<file path="src/rtl/wpd_pkg.sv">
package wpd_pkg;
    typedef enum logic [2:0] {
        ST_IDLE, ST_K1, ST_K2, ST_D3, ST_D4, ST_D5, ST_OPEN
    } wpd_state_t;

    typedef enum logic [2:0] {
        TK_OTHER, TK_KEY1, TK_KEY2, TK_ARM, TK_SPLIT, TK_OFF
    } wpd_tok_t;

    localparam logic [15:0] CMD_ADDR_A = 16'h5555;
    localparam logic [15:0] CMD_ADDR_B = 16'h2AAA;
    localparam logic [7:0]  KEY1_DATA  = 8'hAA;
    localparam logic [7:0]  KEY2_DATA  = 8'h55;
    localparam logic [7:0]  ARM_DATA   = 8'hA0;
    localparam logic [7:0]  SPLIT_DATA = 8'h80;
    localparam logic [7:0]  OFF_DATA   = 8'h20;
endpackage

</file>
<file path="src/rtl/wpd_match.sv">
module wpd_match
    import wpd_pkg::*;
#(
    parameter int ADDR_W = 16,
    parameter int DATA_W = 8
) (
    input  logic [ADDR_W-1:0] addr,
    input  logic [DATA_W-1:0] data,
    output wpd_tok_t          tok
);
    localparam int CMP_W = ADDR_W - 1;

    logic at_a, at_b;

    always_comb begin
        at_a = (addr[CMP_W-1:0] == CMD_ADDR_A[CMP_W-1:0]);
        at_b = (addr[CMP_W-1:0] == CMD_ADDR_B[CMP_W-1:0]);
        tok  = TK_OTHER;
        if (at_a && data == DATA_W'(KEY1_DATA))       tok = TK_KEY1;
        else if (at_b && data == DATA_W'(KEY2_DATA))  tok = TK_KEY2;
        else if (at_a && data == DATA_W'(ARM_DATA))   tok = TK_ARM;
        else if (at_a && data == DATA_W'(SPLIT_DATA)) tok = TK_SPLIT;
        else if (at_a && data == DATA_W'(OFF_DATA))   tok = TK_OFF;
    end
endmodule

</file>
<file path="src/rtl/wpd_flag.sv">
module wpd_flag #(
    parameter bit INIT = 1'b0
) (
    input  logic clk,
    input  logic rst_n,
    input  logic set_i,
    input  logic clr_i,
    output logic q
);
    always_ff @(posedge clk or negedge rst_n) begin
        if (!rst_n)     q <= INIT;
        else if (set_i) q <= 1'b1;
        else if (clr_i) q <= 1'b0;
    end
endmodule

</file>
<file path="src/rtl/wp_cmd_decoder.sv">
module wp_cmd_decoder
    import wpd_pkg::*;
#(
    parameter int ADDR_W    = 16,
    parameter int DATA_W    = 8,
    parameter bit PROT_INIT = 1'b0
) (
    input  logic              clk,
    input  logic              rst_n,
    input  logic              wr_stb,
    input  logic [ADDR_W-1:0] wr_addr,
    input  logic [DATA_W-1:0] wr_data,
    input  logic              prog_done,
    output logic              wr_allow,
    output logic              prot_on
);
    wpd_state_t state_q, state_d;
    wpd_tok_t   tok;
    logic       set_p, clr_p;
    logic       allow_c;
    wpd_state_t restart_st;
    logic       restart_ok;

    wpd_match #(.ADDR_W(ADDR_W), .DATA_W(DATA_W)) u_match (
        .addr(wr_addr), .data(wr_data), .tok(tok)
    );

    wpd_flag #(.INIT(PROT_INIT)) u_flag (
        .clk(clk), .rst_n(rst_n), .set_i(set_p), .clr_i(clr_p), .q(prot_on)
    );

    always_ff @(posedge clk or negedge rst_n) begin
        if (!rst_n) state_q <= ST_IDLE;
        else        state_q <= state_d;
    end

    always_comb begin
        restart_st = (tok == TK_KEY1) ? ST_K1 : ST_IDLE;
        restart_ok = (tok != TK_KEY1) && !prot_on;
        state_d    = state_q;
        allow_c    = 1'b0;
        set_p      = 1'b0;
        clr_p      = 1'b0;
        unique case (state_q)
            ST_OPEN: begin
                allow_c = 1'b1;
                if (prog_done) state_d = ST_IDLE;
            end
            ST_IDLE: if (wr_stb) begin
                state_d = restart_st;
                allow_c = restart_ok;
            end
            ST_K1: if (wr_stb) begin
                if (tok == TK_KEY2) state_d = ST_K2;
                else begin state_d = restart_st; allow_c = restart_ok; end
            end
            ST_K2: if (wr_stb) begin
                if (tok == TK_ARM) begin
                    state_d = ST_OPEN;
                    set_p   = 1'b1;
                end else if (tok == TK_SPLIT) state_d = ST_D3;
                else begin state_d = restart_st; allow_c = restart_ok; end
            end
            ST_D3: if (wr_stb) begin
                if (tok == TK_KEY1) state_d = ST_D4;
                else begin state_d = restart_st; allow_c = restart_ok; end
            end
            ST_D4: if (wr_stb) begin
                if (tok == TK_KEY2) state_d = ST_D5;
                else begin state_d = restart_st; allow_c = restart_ok; end
            end
            ST_D5: if (wr_stb) begin
                if (tok == TK_OFF) begin
                    state_d = ST_IDLE;
                    clr_p   = 1'b1;
                end else begin state_d = restart_st; allow_c = restart_ok; end
            end
            default: state_d = ST_IDLE;
        endcase
    end

    always_comb begin
        wr_allow = wr_stb && allow_c;
    end
endmodule

</file>
<file path="config.mk">
export PLATFORM = sky130hd
export DESIGN_NAME = wp_cmd_decoder
export DESIGN_NICKNAME = d
export VERILOG_FILES = /design/src/rtl/wpd_pkg.sv /design/src/rtl/wpd_match.sv /design/src/rtl/wpd_flag.sv /design/src/rtl/wp_cmd_decoder.sv
export SDC_FILE = /design/constraint.sdc
export NUM_CORES = 1
export LEC_CHECK = 0
export ABC_AREA = 1
export CELL_PAD_IN_SITES_DETAIL_PLACEMENT = 0
export CELL_PAD_IN_SITES_GLOBAL_PLACEMENT = 1
export CORE_ASPECT_RATIO = 1.25
export CORE_MARGIN = 1.5
export CORE_UTILIZATION = 23
export DETAILED_ROUTE_END_ITERATION = 6
export GPL_ROUTABILITY_DRIVEN = 0
export GPL_TIMING_DRIVEN = 0
export PLACE_DENSITY = 0.79
export RECOVER_POWER = 50
export SYNTH_ARGS = -nofsm -noshare
export SYNTH_HDL_FRONTEND = slang
export SYNTH_HIERARCHICAL = 1
export SYNTH_SLANG_ARGS = --single-unit
</file>
<file path="constraint.sdc">
create_clock -name clk -period 1.64 [get_ports clk]
set_input_delay 0.328 -clock clk [delete_from_list [all_inputs] [get_ports clk]]
set_output_delay 0.328 -clock clk [all_outputs]
set_load 0.05 [all_outputs]
</file>
## After elaboration in Yosys (flattened, before gate mapping)

Cells that the tools add are included.

- Latch bits: 0
- Input port bits: 28
- Output and inout port bits: 2
- Bits in read-only memories: 0
- Memories kept: 0
- Bits in registers: 4
- Logic and storage cells: 79
- RAM bits: 0

- Reduce and logical (&&, ||, !) cells: 12
- Equal/unequal tests: 26
- Mux-type cells: 39
- Magnitude comparators: 0
- Div/mod/pow operators: 0
- Multipliers: 0
- Bitwise operators: 0
- Shift operators: 0
- $add $sub $neg: 0

Operators by type and width:

| cell | number |
|---|---|
| 3-bit two-way mux | 15 |
| 8-bit equality test (second input constant) | 3 |
| 3-bit one-hot mux with 7 select lines | 1 |
| 1-bit two-way mux | 20 |
| 15-bit by 14-bit equality test with 1-bit output (second input constant) | 1 |
| 15-bit equality test (second input constant) | 1 |
| 3-bit equality test (second input constant) | 5 |
| 2-bit inequality test (second input constant) | 7 |
| 3-bit by 2-bit equality test with 1-bit output (second input constant) | 4 |
| 8-bit by 6-bit equality test with 1-bit output (second input constant) | 1 |
| 8-bit by 7-bit equality test with 1-bit output (second input constant) | 1 |
| 1-bit logical AND | 7 |
| 7-bit AND reduction | 1 |
| 3-bit by 1-bit equality test with 1-bit output (second input constant) | 2 |
| 1-bit one-hot mux with 6 select lines | 1 |
| 2-bit two-way mux | 2 |
| 3-bit logical NOT | 1 |
| 3-bit by 1-bit inequality test with 1-bit output (second input constant) | 1 |
| 2-bit nonzero test | 1 |
| 2-bit OR reduction | 1 |
| 1-bit logical NOT | 1 |

## Logic depth before layout (Yosys ltp)

Gate-level depths: netlist (run 1).

- Depth in word-level cells: 14
- Mapped depth: 15
- Depth with buffers taken out: 15

## By module

Netlist (run 1), hierarchy kept.

By module, submodules not included:

| module | area an instance (um2) | cells each | instances | sequential area each (um2) |
|---|---|---|---|---|
| wp_cmd_decoder | 345.3 | 62 | 1 | 75.1 |
| wpd_match | 342.8 | 83 | 1 | 0.0 |
| wpd_flag | 40.0 | 5 | 1 | 25.0 |

## Least setup slack after synthesis (run 1)

OpenSTA, ideal clock, no wires.

- Kind: input to output
- Start: input port wr_addr[11]
- End: output port wr_allow
- Stages on the path: 15
- Path slack: -0.753 ns
- Data required time: 1.312 ns
- Buffers on the path: 0
- Arrival: 2.065 ns
- Cells stage by stage: inv_1 -> nand2_1 -> nor2_1 -> nand2_1 -> inv_1 -> nand2_1 -> nor2_1 -> inv_1 -> nand3_1 -> nand2_1 -> nand2_1 -> nand2_1 -> nand3_1 -> nand2_1 -> a21oi_1

- Longest elaborated chain between the ends: 14
- Elaborated cells on any way between the ends: 31
- Classes of those cells: eq/ne: 8; mux: 16; reduce/logical: 7

RTL lines:

| element | RTL line | text |
|---|---|---|
| start, declared | wp_cmd_decoder.sv:11 | `input logic [ADDR_W-1:0] wr_addr,` |
| 15-bit equality test | wpd_match.sv:16 | `at_a = (addr[CMP_W-1:0] == CMD_ADDR_A[CMP_W-1:0]);` |
| 1-bit logical AND | wpd_match.sv:23 | `else if (at_a && data == DATA_W'(OFF_DATA)) tok = TK_OFF;` |
| 3-bit two-way mux | wpd_match.sv:23 |  |
| 3-bit two-way mux | wpd_match.sv:22 | `else if (at_a && data == DATA_W'(SPLIT_DATA)) tok = TK_SPLIT;` |
| 3-bit two-way mux | wpd_match.sv:21 | `else if (at_a && data == DATA_W'(ARM_DATA)) tok = TK_ARM;` |
| 3-bit two-way mux | wpd_match.sv:20 | `else if (at_b && data == DATA_W'(KEY2_DATA)) tok = TK_KEY2;` |
| 3-bit two-way mux (*) | wpd_match.sv:19 | `if (at_a && data == DATA_W'(KEY1_DATA)) tok = TK_KEY1;` |
| named net tok[2] | wp_cmd_decoder.sv:18 | `wpd_tok_t tok;` |
| 3-bit by 1-bit inequality test with 1-bit output | wp_cmd_decoder.sv:39 | `restart_ok = (tok != TK_KEY1) && !prot_on;` |
| 1-bit logical AND | wp_cmd_decoder.sv:39 |  |
| 1-bit two-way mux | wp_cmd_decoder.sv:61 | `end else if (tok == TK_SPLIT) state_d = ST_D3;` |
| 1-bit two-way mux | wp_cmd_decoder.sv:58 | `if (tok == TK_ARM) begin` |
| 1-bit two-way mux | wp_cmd_decoder.sv:57 | `ST_K2: if (wr_stb) begin` |
| 1-bit one-hot mux with 6 select lines (*) | wp_cmd_decoder.sv:44 | `unique case (state_q)` |
| 1-bit logical AND (*) | wp_cmd_decoder.sv:83 | `wr_allow = wr_stb && allow_c;` |
| end, declared | wp_cmd_decoder.sv:14 | `output logic wr_allow,` |

Mark *: on every way through the listed nets, which the timed path passes. The rest lies on a longest branch.

## Worst setup path after layout (run 1)

- Start: input port wr_addr[5]
- End: output port wr_allow

- Elaborated cells on any way between the ends: 31
- Classes of those cells: eq/ne: 8; mux: 16; reduce/logical: 7

RTL lines:

| element | RTL line |
|---|---|
| 15-bit equality test | wpd_match.sv:16 |
| 1-bit logical AND | wpd_match.sv:22 |
| 3-bit two-way mux | wpd_match.sv:22 |
| 3-bit two-way mux | wpd_match.sv:21 |
| 3-bit two-way mux | wpd_match.sv:20 |
| 3-bit two-way mux (*) | wpd_match.sv:19 |
| named net tok[1] | wp_cmd_decoder.sv:18 |
| 3-bit by 1-bit inequality test with 1-bit output | wp_cmd_decoder.sv:39 |
| 1-bit logical AND | wp_cmd_decoder.sv:39 |
| 1-bit two-way mux | wp_cmd_decoder.sv:61 |
| 1-bit two-way mux | wp_cmd_decoder.sv:58 |
| 1-bit two-way mux | wp_cmd_decoder.sv:57 |
| 1-bit one-hot mux with 6 select lines (*) | wp_cmd_decoder.sv:44 |
| 1-bit logical AND (*) | wp_cmd_decoder.sv:83 |

Marked as above.

==> impl_metrics.ini, run 1 <==
[timing]
setup_viol = 5
fin_worst_skew_ps = 8.27
finalCriticalPeriod_ps = 2150
clock.fmax_ghz = 0.465
hold_violations = 0
maxSlewHeadroom_pct = 67.8
rsz0062_at_grt = true
finalCritPeriodShare_pct = 131
drv_slew = 0
setup_slack_ps = -509
worstMarginPinSlew_ps = 484

[grt]
grt_usage_pct = 14.6
grt_max_degree = 9
antenna_found_initial = 0
grt_pass1_vias = 1050
grt_first_pass_wirelength_um = 3990
overflow = 0

[synthesis]
synthDistinctLibCells = 17
yosysWarningCount = 6
netlist_instances = 150
seq_area_frac_synth_pct = 13.7
syn_nets = 178
syn_area_um2 = 728
synth_area_per_cell_um2 = 4.85
ys_ff_latch = 4

[cells_and_area]
finalInstanceArea_um2 = 1330
multi_input_area_um2 = 697
mostFrequentLayoutCells = 28 x nand2_1, 21 x nor2_1, 19 x nand2_2
fillCellCount = 343
antennaDiodeCount = 0
area_delta_synth_final_pct = 82.8
seq_area_um2 = 100
num-nets-final = 225
layout_commonest_cell = nand2_1
drive_gt1_share_pct = 56.4

[clock_tree]
cts_buffers = 3
clkSinkCount = 4
cts_tree = done
clk_latency_ps = 240
cts_root_buf = clkbuf_4
htree_levels = 1
clockBufferDepth = 2
clkTransAtPathRegs_ps = 40
holdBufCountCts = 0

[detailed_routing]
avgViaCountPerCell = 4.62
firstDrtPassIters = 4
ant_nets = 0
num_vias = 1068
drt_iter0_markers = 21
wl_per_cell_um = 10.0
wirelength_um = 2320
drc = 0

[setup_path]
worstPathRequired_ps = 1310
crit_path_start_kind = primary input
worstSetupPathType = in -> out
cp.arrival_ps = 1820
cp_max_fo = 4
cp-end-kind = primary output

[place]
hpwl_um = 1700
placed_area_um2 = 1110
port_buffers = 28

[floorplan]
core_region_area_um2 = 2970
start_util_pct = 24.5
io_pins = 30
rows = 22
die_h_um = 65.9
die_area_um2 = 3510
die_w_um = 53.3

[run_status]
violations = negative setup slack
status = complete, but fails checks

[power]
p_leak_nw = 0.624
ir_drop_mv = 0.281
p_total_w = 0.000371
power_density_nw_per_um2 = 278

[run]
maxCapViolCount = 0

[hold_path]
hold_path.class = in -> async
-- power breakdown --
group / switching, W / leakage (nW) / total [W] / internal [W]
Combinational: 0.0000762 / 0.555 / 0.000145 / 0.0000685
Sequential: 0.00000312 / 0.0544 / 0.000104 / 0.000101
Clock: 0.0000401 / 0.0138 / 0.000122 / 0.0000818
Total: 0.000119 / 0.624 / 0.000371 / 0.000251
-- metrics by stage --
stage,util (%),setup TNS (ps),hold WS [ps],setup WS (ps),cells
2_1_floorplan,-,-255,32.4,-255,150
4_1_cts,40.3,-1250,291,-465,229
3_5_place_dp,37.2,-3460,513,-1600,214
6_report,44.8,-1480,360,-509,231
5_1_grt,44.8,-2050,356,-621,231
3_3_place_gp,37.2,-3410,507,-1570,214
-- layer usage --
| metal | global-route usage, % | wire (um) | share of wire (%) |
|---|---|---|---|
| met1 | 14.3 | 842 | 36 |
| met2 | 28.9 | 1330 | 57 |
| met3 | 2.04 | 84 | 3.6 |
| met4 | 6.09 | 61 | 2.6 |
| met5 | 0 | 0 | 0 |
-- critical path, cell delays in order --
cell,delay [ps]
buf_6,100
inv_2,50
nand2_2,50
nor2_2,100
nand2_1,80
nor2_2,130
nand2_1,70
nand2_2,130
inv_2,70
nand2_4,70
nand2_2,50
nand2_2,70
nand2_2,50
nand3_2,70
nand2_2,70
a21oi_4,150
buf_6,170
-- logic make-up (layout without fill, tap and decap cells) --
| family | count (synthesis) | in the layout | share of synthesized area, % |
|---|---|---|---|
| AOI/OAI and AO/OA | 10 | 10 | 7.90 |
| buffers and inverters | 31 | 76 | 17.0 |
| DFF | 4 | 4 | 13.7 |
| and+or+nand+nor | 105 | 105 | 61.3 |
-- cells in the mapped netlist --
library cell	n	area [um2]
a21oi_1	2	10.0
buf_6	1	11.3
clkinv_1	1	3.75
dfrtp_1	4	100
inv_1	25	93.8
inv_2	4	15.0
nand2_1	50	188
nand3_1	13	65.1
nand3_2	1	10.0
nand4_1	1	6.26
nor2_1	31	116
nor2_2	6	37.5
nor2_4	1	11.3
nor4_1	2	12.5
o21ai_0	6	30.0
o21ai_1	1	5.00
o22ai_2	1	12.5
-- worst paths after layout --
kind,from,endpoint,slack (ps),cells past startpoint
min reg2reg,u_flag/q,u_flag/q,510,2
min,rst_n,state_q[2],360,1
max reg2reg,state_q[2],state_q[1],440,5
max in group asynchronous,rst_n,state_q[0],1100,1
max,wr_addr[5],wr_allow,-510,17
min in group clk,u_flag/q,u_flag/q,510,2
-- what timing repair did --
item                                   4_1_cts  5_1_grt
endpoints found under the hold margin        0        0
setup buffers                               12        2
setup endpoints to repair                    6        5
resized for setup                          125       34
pin swaps                                   43       21
-- cell type report --
cell class	count	share of cell area (%)
multi-input cells	115	52.3
repair buffers	42	24.8
inverters	30	9.40
flip-flops and latches	4	7.52
well taps	36	3.38
clock buffers	3	1.69
plain buffers	1	0.846
-- state kept, by name (all words and copies together) (netlist names) --
name      count
state_q       3
u_flag/q      1
(Power assumes the default switching activity.)
==> inputs of run 2 (changes only) <==
--- a/config.mk
+++ b/config.mk
@@ -10,7 +10,7 @@
 export CELL_PAD_IN_SITES_GLOBAL_PLACEMENT = 1
 export CORE_ASPECT_RATIO = 1.25
 export CORE_MARGIN = 1.5
-export CORE_UTILIZATION = 23
+export CORE_UTILIZATION = 24
 export DETAILED_ROUTE_END_ITERATION = 6
 export GPL_ROUTABILITY_DRIVEN = 0
 export GPL_TIMING_DRIVEN = 0
@@ -18,5 +18,4 @@
 export RECOVER_POWER = 50
 export SYNTH_ARGS = -nofsm -noshare
 export SYNTH_HDL_FRONTEND = slang
-export SYNTH_HIERARCHICAL = 1
 export SYNTH_SLANG_ARGS = --single-unit
==> run 2 against run 1 <==
Net effect:
- the run still ends with negative setup slack left
- sequential share of layout area is 0.14 points lower
- sequential power shrank 5%
- final cell count unchanged
- die area decreased by 2.7%
- fmax grew 16%
- worst hold slack better by 2.9 ps
==> impl_metrics.ini, run 2 <==
[floorplan]
start_util_pct = 25.1
die_h_um = 65.0
io_pins = 30
rows = 22
die_area_um2 = 3420
die_w_um = 52.6
core_region_area_um2 = 2950

[timing]
rsz0062_at_grt = true
worstMarginPinSlew_ps = 480
hold_violations = 0
clock.fmax_ghz = 0.542
drv_slew = 0
maxSlewHeadroom_pct = 68.1
finalCriticalPeriod_ps = 1850
tns_ps = -371
finalCritPeriodShare_pct = 113
fin_worst_skew_ps = 1.82
worst_hold_slack_ps = 363
setup_viol = 2
setup_slack_ps = -206

[setup_path]
path_buf_inv = 2
rr_worst_depth = 13
crit_family = simple AND/OR/NAND/NOR gates
crit_path_start_kind = register
cp.arrival_ps = 1520
worstSetupPathType = reg -> out
cp_max_fo = 4
critPathMaxStageDelay_ps = 420
crit_chain = inv_4 -> nor3_4 -> nand3_2 -> nand3_2 -> nand2_2 -> a21oi_4 -> buf_6
cp.depth = 7
cp-end-kind = primary output
path_common_cell = nand3_2
crit_slowest_cell = dfrtp_2
worstPathRequired_ps = 1310

[cells_and_area]
layout_commonest_cell = buf_4
stdcell_count = 231
top_register = state_q
mostFrequentLayoutCells = 27 x buf_4, 24 x nand2_1, 16 x nor2_1, 16 x buf_2, 14 x inv_1
largest_reg_flops = 3
drive_gt1_share_pct = 55.9
area_delta_synth_final_pct = 88.5
reg.largest.list = state_q: 3 flops, u_flag.q: 1 flops
num-nets-final = 225
antennaDiodeCount = 0

[clock_tree]
htree_levels = 1
clkTransAtPathRegs_ps = 40
clkSinkCount = 4
cts_tree = done
clk_latency_ps = 230
cts_root_buf = clkbuf_4
clockBufferDepth = 2
cts_buffers = 3
holdBufCountCts = 0

[synthesis]
syn_nets = 164
synthTopCellsByCount = 31 x nand2_1, 26 x nor2_1, 24 x inv_1
seq_area_frac_synth_pct = 13.6
ys.flop_type = dfrtp_1
synth_most_common_cell = nand2_1
syn_area_um2 = 738
synth_edf_count = 0
yosysWarningCount = 0
synthDistinctLibCells = 24
ys_ff_latch = 4
synth_area_per_cell_um2 = 5.43
netlist_instances = 136
synth_area_leader_cell = nand2_1
ys_async_sr_fraction_pct = 100
yosysTopAreaCellShare_pct = 15.8
ys_top_cells_by_area = nand2_1 16%, dfrtp_1 14%, nor2_1 13%

[power]
power_density_nw_per_um2 = 262
p_leak_nw = 0.706
ir_drop_mv = 0.273
p_total_w = 0.000365

[run_status]
violations = negative setup slack
status = complete, but fails checks

[detailed_routing]
wirelength_um = 2550
drc = 0
avgViaCountPerCell = 4.75
wl_per_cell_um = 11.0
num_vias = 1098
firstDrtPassIters = 6
drt_iter0_markers = 18
ant_nets = 0

[grt]
grt_pass1_vias = 1078
overflow = 0
antenna_found_initial = 0
grt_usage_pct = 14.9
grt_first_pass_wirelength_um = 4020
grt_max_degree = 8

[place]
port_buffers = 28
hpwl_um = 1720
dp_cells = 200

[run]
maxCapViolCount = 0

[hold_path]
hold_path.class = in -> async
run 2: changes by cell type after synthesis, moves of 5 or more:
| cell | delta |
|---|---|
| nand2_1 | -19 |
| nor2_2 | -6 |
| nor2_1 | -5 |
| nor3_1 | +5 |
run 2: where the power goes:
group | switching [W] | total, W | internal, W | leakage [nW]
Clock | 0.0000377 | 0.000119 | 0.0000817 | 0.0138
Sequential | 0.0000000000104 | 0.0000992 | 0.0000992 | 0.0526
Combinational | 0.0000783 | 0.000146 | 0.0000681 | 0.640
run 2: cells by family after synthesis:
family	count (synthesis)	share of synthesized area [%]
buffers and inverters	26	13.4
flip-flops	4	13.6
AND/OR/NAND/NOR	92	61.7
AO/OA/AOI/OAI	14	11.4
run 2: worst reg2reg max path: cells and delay by family, from the launching register on:
| family | cells | cell delay [ps] |
|---|---|---|
| buffers and inverters | 8 | 1000 |
| flip-flops | 1 | 370 |
| AND/OR/NAND/NOR | 3 | 190 |
| AO/OA/AOI/OAI | 2 | 140 |
run 2: cell type report:
type	instances	area, um2
well taps	36	45.0
multi-input cells	106	691
fillers	314	1550
flip-flops and latches	4	103
clock buffers	3	22.5
inverters	25	101
plain buffers	1	11.3
repair buffers	56	418
run 2: per-stage QoR:
step / utilization, % / area (um2) / worst slack (ps)
after floorplan: - / 749 / 19.5
after global placement: 36.5 / 1070 / -1180
after detailed placement: 36.5 / 1070 / -1180
after CTS: 46.0 / 1350 / -209
after global routing: 47.2 / 1390 / -284
final: 47.2 / 1390 / -206
run 2: timing repair:
action	4_1_cts	5_1_grt
pin swaps	41	28
gates resized for setup	128	26
setup buffers	28	3
setup endpoints to repair	4	4
run 2: path summary, 6_finish.rpt:
check	from	end	slack, ps
setup / recovery	state_q[1]	wr_allow	-210
hold / removal	rst_n	u_flag.q	360
setup reg to reg	state_q[0]	u_flag.q	-160
hold reg to reg	u_flag.q	u_flag.q	560
max in group asynchronous	rst_n	state_q[1]	1100
min in group clk	u_flag.q	u_flag.q	560
run 2: routing by layer:
layer / up-vias / part of all wire (%) / GRT usage, % / routed length [um]
met4: 0 / 1.1 / 4.81 / 28
met5: - / 0 / 0 / 0
met3: 4 / 3.0 / 0.230 / 77
met1: 516 / 35 / 14.3 / 897
li1: 554 / - / - / -
met2: 24 / 61 / 31.6 / 1540
